--- src/rtl/wt_pkg.sv ---
package wt_pkg;

  typedef enum logic [2:0] {
    V_NONE  = 3'd0,
    V_ADDR  = 3'd1,
    V_PULSE = 3'd2,
    V_SETUP = 3'd3,
    V_HOLD  = 3'd4,
    V_RECOV = 3'd5,
    V_BUS   = 3'd6
  } violCode_e;

  localparam int NUM_VIOL = 6;

  typedef struct packed {
    logic ovStart;
    logic ovEnd;
    logic ovActive;
  } ovStrobe_t;

  function automatic int maxOf(input int a, input int b);
    return (a > b) ? a : b;
  endfunction

endpackage

--- src/rtl/wt_ctrl.sv ---
module wt_ctrl
  import wt_pkg::*;
#(
  parameter int LANES = 2,
  parameter int CNT_W = 8
) (
  input  logic             clk,
  input  logic             rstN,
  input  logic             clr,
  input  logic             ceN,
  input  logic [LANES-1:0] weN,
  input  logic [NUM_VIOL-1:0] viol,
  output ovStrobe_t        strb,
  output logic [LANES-1:0] laneAct,
  output logic [LANES-1:0] laneEnd,
  output logic             errFlag,
  output logic [2:0]       errCode,
  output logic [CNT_W-1:0] checkedCnt
);

  logic [LANES-1:0] laneActQ;
  logic             anyActQ;
  violCode_e        pick;

  assign laneAct = ~weN & {LANES{~ceN}};
  assign laneEnd = laneActQ & ~laneAct;
  assign anyActQ = |laneActQ;

  always_comb begin
    strb.ovActive = |laneAct;
    strb.ovStart  = strb.ovActive & ~anyActQ;
    strb.ovEnd    = ~strb.ovActive & anyActQ;
  end

  // lowest code wins when several arise on one sample
  always_comb begin
    pick = V_NONE;
    for (int i = NUM_VIOL - 1; i >= 0; i--) begin
      if (viol[i]) pick = violCode_e'(3'(i + 1));
    end
  end

  always_ff @(posedge clk or negedge rstN) begin
    if (!rstN) begin
      laneActQ   <= '0;
      errFlag    <= 1'b0;
      errCode    <= 3'd0;
      checkedCnt <= '0;
    end else begin
      laneActQ <= laneAct;
      if (clr) begin
        errFlag    <= 1'b0;
        errCode    <= 3'd0;
        checkedCnt <= '0;
      end else begin
        if (!errFlag && pick != V_NONE) begin
          errFlag <= 1'b1;
          errCode <= pick;
        end
        if (strb.ovEnd) checkedCnt <= checkedCnt + 1'b1;
      end
    end
  end

endmodule

--- src/rtl/wt_dp.sv ---
module wt_dp
  import wt_pkg::*;
#(
  parameter int ADDR_W = 4,
  parameter int DATA_W = 16,
  parameter int LANES  = 2,
  parameter int T_WP   = 4,
  parameter int T_WZ   = 2,
  parameter int T_DW   = 3,
  parameter int T_DH   = 2,
  parameter int T_AS   = 2,
  parameter int T_WR   = 2,
  parameter int AGE_W  = 3
) (
  input  logic              clk,
  input  logic              rstN,
  input  logic [ADDR_W-1:0] addr,
  input  logic [DATA_W-1:0] din,
  input  logic              ceN,
  input  logic              oeN,
  input  logic              drvEn,
  input  ovStrobe_t         strb,
  input  logic [LANES-1:0]  laneAct,
  input  logic [LANES-1:0]  laneEnd,
  output logic [NUM_VIOL-1:0] viol
);

  localparam int REQ_OE = maxOf(T_WP, T_WZ + T_DW);
  localparam logic [AGE_W-1:0] AGE_MAX = '1;
  localparam logic [AGE_W-1:0] L_WP  = AGE_W'(T_WP);
  localparam logic [AGE_W-1:0] L_OE  = AGE_W'(REQ_OE);
  localparam logic [AGE_W-1:0] L_WZ  = AGE_W'(T_WZ);
  localparam logic [AGE_W-1:0] L_DW  = AGE_W'(T_DW);
  localparam logic [AGE_W-1:0] L_DH  = AGE_W'(T_DH);
  localparam logic [AGE_W-1:0] L_AS  = AGE_W'(T_AS);
  localparam logic [AGE_W-1:0] L_WR  = AGE_W'(T_WR);

  function automatic logic [AGE_W-1:0] bump(input logic [AGE_W-1:0] v);
    return (v == AGE_MAX) ? v : v + 1'b1;
  endfunction

  logic              primed;
  logic [ADDR_W-1:0] addrQ;
  logic [DATA_W-1:0] dinQ;
  logic [AGE_W-1:0]  addrAgeQ, dinAgeQ, ovAgeQ, recAgeQ, holdAgeQ;
  logic [AGE_W-1:0]  addrAgeNow, dinAgeNow, ovAgeNow, recAgeNow, holdAgeNow;
  logic              recPendQ, holdPendQ, recPendNow, holdPendNow;
  logic              addrChg, dinChg;
  logic [LANES-1:0]  laneShort;

  assign addrChg = primed && (addr != addrQ);
  assign dinChg  = primed && (din != dinQ);

  always_comb begin
    addrAgeNow  = addrChg ? '0 : bump(addrAgeQ);
    dinAgeNow   = dinChg ? '0 : bump(dinAgeQ);
    ovAgeNow    = strb.ovStart ? '0 : bump(ovAgeQ);
    recAgeNow   = strb.ovEnd ? '0 : bump(recAgeQ);
    holdAgeNow  = strb.ovEnd ? '0 : bump(holdAgeQ);
    recPendNow  = strb.ovEnd | recPendQ;
    holdPendNow = strb.ovEnd | holdPendQ;
  end

  always_ff @(posedge clk or negedge rstN) begin
    if (!rstN) begin
      primed    <= 1'b0;
      addrQ     <= '0;
      dinQ      <= '0;
      addrAgeQ  <= AGE_MAX;
      dinAgeQ   <= AGE_MAX;
      ovAgeQ    <= AGE_MAX;
      recAgeQ   <= AGE_MAX;
      holdAgeQ  <= AGE_MAX;
      recPendQ  <= 1'b0;
      holdPendQ <= 1'b0;
    end else begin
      primed    <= 1'b1;
      addrQ     <= addr;
      dinQ      <= din;
      addrAgeQ  <= addrAgeNow;
      dinAgeQ   <= dinAgeNow;
      ovAgeQ    <= ovAgeNow;
      recAgeQ   <= recAgeNow;
      holdAgeQ  <= holdAgeNow;
      recPendQ  <= recPendNow && !addrChg;
      holdPendQ <= holdPendNow && !dinChg && (holdAgeNow < L_DH);
    end
  end

  for (genvar g = 0; g < LANES; g++) begin : g_lane
    logic [AGE_W-1:0] widthQ;
    logic             oeSeenQ;

    always_ff @(posedge clk or negedge rstN) begin
      if (!rstN) begin
        widthQ  <= '0;
        oeSeenQ <= 1'b0;
      end else begin
        widthQ  <= laneAct[g] ? bump(widthQ) : '0;
        oeSeenQ <= laneAct[g] ? (oeSeenQ | ~oeN) : 1'b0;
      end
    end

    assign laneShort[g] = laneEnd[g] && (widthQ < (oeSeenQ ? L_OE : L_WP));
  end

  always_comb begin
    viol[0] = addrChg && strb.ovActive;
    viol[1] = |laneShort;
    viol[2] = (strb.ovStart && (addrAgeNow < L_AS)) ||
              (strb.ovEnd && !dinChg && (dinAgeNow < L_DW));
    viol[3] = holdPendNow && dinChg && (holdAgeNow < L_DH);
    viol[4] = recPendNow && addrChg && (recAgeNow < L_WR);
    viol[5] = drvEn && !oeN && !ceN && (!strb.ovActive || (ovAgeNow < L_WZ));
  end

endmodule

--- src/rtl/sram_wr_monitor.sv ---
module sram_wr_monitor
  import wt_pkg::*;
#(
  parameter int ADDR_W = 4,
  parameter int LANES  = 2,
  parameter int LANE_W = 8,
  parameter int CNT_W  = 8,
  parameter int T_WP   = 4,
  parameter int T_WZ   = 2,
  parameter int T_DW   = 3,
  parameter int T_DH   = 2,
  parameter int T_AS   = 2,
  parameter int T_WR   = 2
) (
  input  logic                    clk,
  input  logic                    rstN,
  input  logic                    clr,
  input  logic [ADDR_W-1:0]       addr,
  input  logic                    ceN,
  input  logic                    oeN,
  input  logic [LANES-1:0]        weN,
  input  logic [LANES*LANE_W-1:0] din,
  input  logic                    drvEn,
  output logic                    errFlag,
  output logic [2:0]              errCode,
  output logic [CNT_W-1:0]        checkedCnt
);

  localparam int DATA_W = LANES * LANE_W;
  localparam int MAX_T  = maxOf(maxOf(maxOf(T_WP, T_WZ + T_DW), maxOf(T_DH, T_AS)),
                                maxOf(T_WR, T_DW));
  localparam int AGE_W  = $clog2(MAX_T + 2);

  ovStrobe_t           strb;
  logic [LANES-1:0]    laneAct, laneEnd;
  logic [NUM_VIOL-1:0] viol;

  wt_ctrl #(
    .LANES(LANES),
    .CNT_W(CNT_W)
  ) u_ctrl (
    .clk(clk),
    .rstN(rstN),
    .clr(clr),
    .ceN(ceN),
    .weN(weN),
    .viol(viol),
    .strb(strb),
    .laneAct(laneAct),
    .laneEnd(laneEnd),
    .errFlag(errFlag),
    .errCode(errCode),
    .checkedCnt(checkedCnt)
  );

  wt_dp #(
    .ADDR_W(ADDR_W),
    .DATA_W(DATA_W),
    .LANES(LANES),
    .T_WP(T_WP),
    .T_WZ(T_WZ),
    .T_DW(T_DW),
    .T_DH(T_DH),
    .T_AS(T_AS),
    .T_WR(T_WR),
    .AGE_W(AGE_W)
  ) u_dp (
    .clk(clk),
    .rstN(rstN),
    .addr(addr),
    .din(din),
    .ceN(ceN),
    .oeN(oeN),
    .drvEn(drvEn),
    .strb(strb),
    .laneAct(laneAct),
    .laneEnd(laneEnd),
    .viol(viol)
  );

endmodule

--- config.mk ---
export PLATFORM = sky130hd
export DESIGN_NAME = sram_wr_monitor
export DESIGN_NICKNAME = d
export VERILOG_FILES = /design/src/rtl/wt_pkg.sv /design/src/rtl/wt_ctrl.sv /design/src/rtl/wt_dp.sv /design/src/rtl/sram_wr_monitor.sv
export SDC_FILE = /design/constraint.sdc
export NUM_CORES = 1
export LEC_CHECK = 0
export BUFFER_PORTS_ARGS = -buffer_cell sky130_fd_sc_hd__buf_2
export CAP_MARGIN = 25
export CORE_ASPECT_RATIO = 0.75
export CORE_UTILIZATION = 35
export DETAILED_ROUTE_END_ITERATION = 7
export SYNTH_ARGS = -nofsm -noshare
export SYNTH_HDL_FRONTEND = slang
export SYNTH_SLANG_ARGS = --single-unit
--- constraint.sdc ---
create_clock -name clk -period 2.2 [get_ports clk]
set_input_delay 0.33 -clock clk [delete_from_list [all_inputs] [get_ports clk]]
set_output_delay 0.33 -clock clk [all_outputs]
set_load 0.05 [all_outputs]
# Word level (Yosys, flattened, before mapping)
# Index checks and enable logic that the tools add are counted.
# totals
inputBits	28
ramBits	0
output_inout_bits	12
mem_bits_ro	0
mem_count	0
regBits	60
latchBits	0
# op_classes
add_sub_neg	8
n_eq_ne	11
n_bitwise	14
mux	30
div	0
n_mul	0
n_lt_le_gt_ge	7
n_shift	0
n_reduce_logical	33
# ops
cell	count
$mux 3	22
$add 3x1->3 const B	7
$eq 3x3->1 const B	7
$logic_and 1x1->1	19
$mux 8	2
$ne 16x16->1	1
$lt 3x2->1 const B	5
$add 8x1->8 const B	1
$logic_not 1->1	6
$lt 3x3->1	2
$mux 1	6
$reduce_or 2->1	3
$and 2x2->2	2
$ne 2x2->1 const B	2
$ne 4x4->1	1
$not 1->1	4
$not 2->2	2
$or 1x1->1	4
$reduce_bool 2->1	2
$reduce_bool 3->1	1
$and 1x1->1	2
$logic_or 1x1->1	2

# Depth between registers and ports, before layout
# depth
depth_word	18
depth_mapped	8

# By module
# From an unflattened synthesis, not the netlist that was laid out.
# unflattened
cells_unflattened	236
hier_area_um2	2681.3
# modules_own_cells
module	instances	cells_each	area_per_inst_um2
wt_dp	1	161	1973.1
wt_ctrl	1	75	708.2

# Worst setup path before layout
# OpenSTA, ideal clock, no wires.
# synth_timing
path_type	register -> register
from	reg u_dp.addrAgeQ[0]
to	reg u_ctrl.errCode[0]
path_slack_ps	337
synth_period_minus_slack_ps	1863
setup_ps	78
arrival_time_ps	1785
path_stages_with_launch	8
cell_sequence	dfstp_2 ha_1 nor2_1 and3b_1 a221oi_1 o211ai_2 o41ai_2 o21bai_1
# synth_via
elab_chain_len	12
word_cells_on_any_way	15
classes_between	add/sub (1); order compare (1); eq/ne (1); mux (7); reduce/logical (5)
# synth_rtl
element	line	rtl
from (decl)	wt_dp.sv:45	logic [AGE_W-1:0] addrAgeQ, dinAgeQ, ovAgeQ, recAgeQ, holdAgeQ;
from (signal assigned)	wt_dp.sv:80	addrAgeQ <= addrAgeNow;
$add 3x1->3 / $eq 3x3->1 (equally long branches)	wt_dp.sv:39	return (v == AGE_MAX) ? v : v + 1'b1;
$mux 3 (*)	wt_dp.sv:39	
$mux 3 (*)	wt_dp.sv:55	addrAgeNow = addrChg ? '0 : bump(addrAgeQ);
$lt 3x2->1 (*)	wt_dp.sv:110	viol[2] = (strb.ovStart && (addrAgeNow < L_AS)) ||
$logic_and 1x1->1 (*)	wt_dp.sv:110	
$logic_or 1x1->1 (*)	wt_dp.sv:110	
$mux 3 (*) (3 in a row)	wt_ctrl.sv:39	if (viol[i]) pick = violCode_e'(3'(i + 1));
$reduce_bool 3->1	wt_ctrl.sv:56	if (!errFlag && pick != V_NONE) begin
$logic_and 1x1->1	wt_ctrl.sv:56	
$reduce_bool 2->1 (no line)	--	
to (signal assigned)	wt_ctrl.sv:58	errCode <= pick;
to (decl)	wt_ctrl.sv:17	output logic [2:0] errCode,
# Every way passes the cells marked *; elsewhere a longest branch is shown, timed or not. The select of a mux whose other input is x is not followed.
# A chain may end at the register's enable or synchronous reset.

# Worst setup path in the final report
# layout_timing
from	reg u_dp.dinQ[6]
to	reg u_ctrl.errCode[0]
# layout_via
elab_chain_len	12
word_cells_on_any_way	19
classes_between	order compare (1); eq/ne (1); mux (7); reduce/logical (10)
# layout_rtl
element	line	rtl
from (decl)	wt_dp.sv:44	logic [DATA_W-1:0] dinQ;
from (signal assigned)	wt_dp.sv:79	dinQ <= din;
$ne 16x16->1 (*)	wt_dp.sv:52	assign dinChg = primed && (din != dinQ);
$logic_and 1x1->1 (*)	wt_dp.sv:52	
$mux 3 / $logic_not 1->1 (equally long branches)	wt_dp.sv:56, wt_dp.sv:111	
$lt 3x2->1 / $logic_and 1x1->1 (equally long branches)	wt_dp.sv:111	(strb.ovEnd && !dinChg && (dinAgeNow < L_DW));
$logic_and 1x1->1	wt_dp.sv:111	
$logic_or 1x1->1	wt_dp.sv:110	
$mux 3 (*) (3 in a row)	wt_ctrl.sv:39	
$reduce_bool 3->1	wt_ctrl.sv:56	
$logic_and 1x1->1	wt_ctrl.sv:56	
$reduce_bool 2->1 (no line)	--	
# Marks and branches as above.

==> results.md <==
* Cell count of the worst hold path at 1
* Destination of the worst register-to-register timing path: u_ctrl.errCode[0]
* CP required at 2460 ps
* Worst-case reg-to-reg path depth at 6
* Post-synth cell types at 48
* Count of mapped cells out of synthesis at 231
* Warnings from Yosys at 0
* Net count reported at finish at 324
* Number of buffers added by the clock tree synthesis step at 9
* Cell taking the most area after synthesis: sky130_fd_sc_hd__dfrtp_1
* Via count of the first global-routing pass at 1894
* RSZ-0062 raised after global routing: no
* Detailed-route wire length per cell at 12.6 microns
* Part of the total power dissipated in combinational logic at 0.185
* Fraction of layout cells with a size suffix above 1 at 0.320
* Via density per instance at 4.69
* GRT Overall Usage at 0.139
* Routed via count at 1837
* Max-capacitance violation count at 0
* Final min period at 1990 ps
* Lkg Pwr at 1.54 nW
* Number of levels the H-tree was split into at 3
* Worst slack, placed at 154 ps
* P per Cell Area at 960 nW/um^2
* Number of sinks on the clock net at 60
* Critical R2R Launch: u_dp.dinQ[6]
* Post-route DRC violation count at 0
* Die Span Y at 78.6 microns
* Summed negative setup slack over all endpoints at 0 ps
* Rows at 27
* Largest net degree at the start of global routing at 61
* Post-detail-place hpwl at 3.49 mm
* Number of antenna repair diodes at 0
* Post-synth design cell area at 2740 sq um
* Proportion of register bits with asynchronous set or reset after synthesis at 1.00
* Core region area at 7470 sq um
* Maximum clock rate at 502 MHz
* Clock network fraction of design power at 0.380
* Root cell of the clock tree: sky130_fd_sc_hd__clkbuf_8
* Final setup skew at 7.54 ps
* Reg2Reg Setup Slack at 210 ps
* Area enclosed by the die boundary at 8180 sq um
* Number of synthesized register bits at 60
* Clock-pin slew reported for the worst setup and hold paths after clock tree synthesis at 70 ps
* Overflow left after global routing at 0
* # placed instances at 375
* Critical Path End Type: register
* Run status: completed
* Top area cells in the synthesized netlist: sky130_fd_sc_hd__dfrtp_1 (41%), sky130_fd_sc_hd__dfstp_2 (14%), sky130_fd_sc_hd__xor2_1 (7.4%)
* Setup violations, final at 0
* Count of placed standard cells in the final layout, fillers left out at 392
* Met3 demand-to-capacity share in global routing at 0.0615
* Port Buf Inserts at 39
* Die X at 104 microns
* Most common flop cell mapped by yosys: sky130_fd_sc_hd__dfrtp_1
* Library cell contributing the largest single delay on the critical path: sky130_fd_sc_hd__nor4_2
* Remaining antenna violation count at 0
* Relative area change from synthesis to final layout at 23.0%
* First-pass GRT wire length at 8.76 mm
* Clock tree from TritonCTS: yes
* Met1 GRT Util at 0.174
* Proportion of total power due to net switching at 0.274
* Critical path peak fanout at 4
* Post-Syn Area per Cell at 11.8 sq um
* Kind of launch point of the worst setup path: register
* Starting density of the core at 0.366
* Sum of buffers and inverters on the critical path at 0
* IO Pins at 40
* Tcrit/Tclk final at 0.906
* Global-route track usage on met2 at 0.205
* Dominant delay contributor by cell family on the critical path: compound AO/OA/AOI/OAI gates
* Int Pwr at 2.35 mW
* Number of antenna violations at the first check in global routing at 0
* Worst Path Arrival at 2250 ps
* EDFF count, synth at 0
* Terminating pin of the worst hold path: u_dp.addrQ[0]
* Post-synthesis net count at 269
* Critical path cell sequence: xor2_1 > nor4_2 > a41oi_2 > a211o_1 > o41ai_2 > o21bai_1
* Number of fill cells at 714
* Buffer levels on the longest clock path at 2
* Path type of the worst setup path: reg2reg
* Hold_ws at 122 ps
* Delay of the slowest cell on the worst path at 400 ps
* Final-report max-slew violation count at 0
* Placed standard-cell area at 3100 sq um
* Drt pass-1 iters at 4
* DRT Wirelength at 4.96 mm
* Top-area cell type share of the netlist area at 0.412
* Share of power burned in registers at 0.435
* Seq/Total Area, Yosys at 0.556
* Switching pwr at 0.883 mW
* Clock insertion delay at the later pin of the skew report at 340 ps
* Hold Crit Start: addr[0]
* Post-CTS Setup Repair Bufs at 0
* Routing layer with the top usage in global route: met2
* Final weighted congestion in routability-driven placement at 0.681
* Final critical-path setup slack at 207 ps
* Number of violations reported at the end of detailed-routing iteration 0 at 97
* Design Area, Final at 3360 sq um
* Path category of the worst min-delay check: in2reg
* IR drop worst, VDD at 0.366 mV
* Final Hold Fails at 0
## kinds of logic after synthesis
| kind of cell | share of synthesized area |
|---|---|
| AO/OA/AOI/OAI | 0.102 |
| XOR/XNOR | 0.109 |
| adder cells (fa/ha/maj) | 0.0457 |
| buffers and inverters | 0.0210 |
| flip-flops | 0.556 |
| multiplexers | 0.0183 |
| other | 0.00137 |
| AND/OR/NAND/NOR | 0.146 |
## per-stage QoR
| step | utilization | power, mW |
|---|---|---|
| floorplan | - | 1.84 |
| global placement | 0.415 | 2.00 |
| detailed placement | 0.415 | 2.02 |
| CTS | 0.450 | 3.27 |
| global route | 0.450 | 3.42 |
| finish | 0.450 | 3.23 |
## power groups by stage
stage               clock, mW  sequential (mW)  combinational (mW)
global route             1.32             1.42               0.674
detailed placement          0             1.42               0.597
CTS                      1.27             1.40               0.600
finish                   1.23             1.41               0.596
global placement            0             1.42               0.585
floorplan                   0             1.45               0.396
## routing by layer
layer	part of all wire	vias to the layer above
li1	-	915
met1	0.50	867
met2	0.43	44
met3	0.050	11
met4	0.022	0
met5	0	-
## state kept, by name (all words and copies together), names as in the netlist, 4 cells and up
| name | count |
|---|---|
| u_dp.dinQ | 16 |
| u_ctrl.checkedCnt | 8 |
| u_dp.g_lane.widthQ | 6 |
| u_dp.addrQ | 4 |
## layout make-up
| type | instances | area, sq um | area share |
|---|---|---|---|
| Clock buffer | 10 | 138 | 0.0409 |
| Clock inverter | 6 | 111 | 0.0331 |
| Inverter | 7 | 26.3 | 0.00781 |
| Multi-Input combinational cell | 160 | 1160 | 0.346 |
| Sequential cell | 60 | 1520 | 0.452 |
| Tap cell | 101 | 126 | 0.0376 |
| Timing Repair Buffer | 48 | 278 | 0.0826 |
## repair_timing
item | in CTS | in global routing
endpoints found under the setup margin | 0 | 1
gates resized for setup | 0 | 1
endpoints found under the hold margin | 45 | 0
hold buffers | 1 | 0
## cell usage in the layout (no fill, tap or decap), types with 2 or more instances in the layout
cell type,count
sky130_fd_sc_hd__nand4_1,3
sky130_fd_sc_hd__nor4_2,4
sky130_fd_sc_hd__buf_4,7
sky130_fd_sc_hd__bufinv_16,3
sky130_fd_sc_hd__and2_1,2
sky130_fd_sc_hd__xor2_1,23
sky130_fd_sc_hd__nand2_1,13
sky130_fd_sc_hd__clkbuf_8,10
sky130_fd_sc_hd__mux2i_1,5
sky130_fd_sc_hd__nor2b_1,3
sky130_fd_sc_hd__a21oi_1,9
sky130_fd_sc_hd__xnor2_1,11
sky130_fd_sc_hd__nor2_1,33
sky130_fd_sc_hd__nand3_1,8
sky130_fd_sc_hd__ha_1,10
sky130_fd_sc_hd__nor3_1,4
sky130_fd_sc_hd__o221a_2,2
sky130_fd_sc_hd__inv_1,7
sky130_fd_sc_hd__buf_2,39
sky130_fd_sc_hd__dfrtp_1,45
sky130_fd_sc_hd__o31ai_1,2
sky130_fd_sc_hd__dfstp_2,15
## worst max-delay path by stage
stage | end | cells after the start | slack, ps | start
after floorplan | u_ctrl.errCode[0] | 7 | 340 | u_dp.addrAgeQ[0]
after global placement | u_ctrl.errCode[0] | 8 | 180 | ceN
after detailed placement | u_ctrl.errCode[0] | 7 | 150 | din[6]
after CTS | u_ctrl.errCode[0] | 7 | 160 | u_dp.dinAgeQ[0]
after global routing | u_ctrl.errCode[0] | 6 | 50 | u_dp.dinQ[6]
final | u_ctrl.errCode[0] | 6 | 210 | u_dp.dinQ[6]
## cell usage after synthesis (2+ instances only)
| cell | count |
|---|---|
| sky130_fd_sc_hd__dfrtp_1 | 45 |
| sky130_fd_sc_hd__nor2_1 | 33 |
| sky130_fd_sc_hd__xor2_1 | 23 |
| sky130_fd_sc_hd__dfstp_2 | 15 |
| sky130_fd_sc_hd__nand2_1 | 13 |
| sky130_fd_sc_hd__xnor2_1 | 11 |
| sky130_fd_sc_hd__ha_1 | 10 |
| sky130_fd_sc_hd__a21oi_1 | 9 |
| sky130_fd_sc_hd__nand3_1 | 8 |
| sky130_fd_sc_hd__inv_1 | 7 |
| sky130_fd_sc_hd__mux2i_1 | 5 |
| sky130_fd_sc_hd__nor3_1 | 4 |
| sky130_fd_sc_hd__nor4_2 | 4 |
| sky130_fd_sc_hd__nand4_1 | 3 |
| sky130_fd_sc_hd__nor2b_1 | 3 |
| sky130_fd_sc_hd__a221oi_1 | 2 |
| sky130_fd_sc_hd__and2_1 | 2 |
| sky130_fd_sc_hd__buf_6 | 2 |
| sky130_fd_sc_hd__o221a_2 | 2 |
| sky130_fd_sc_hd__o31ai_1 | 2 |
Power figures use the tool's default switching activity.
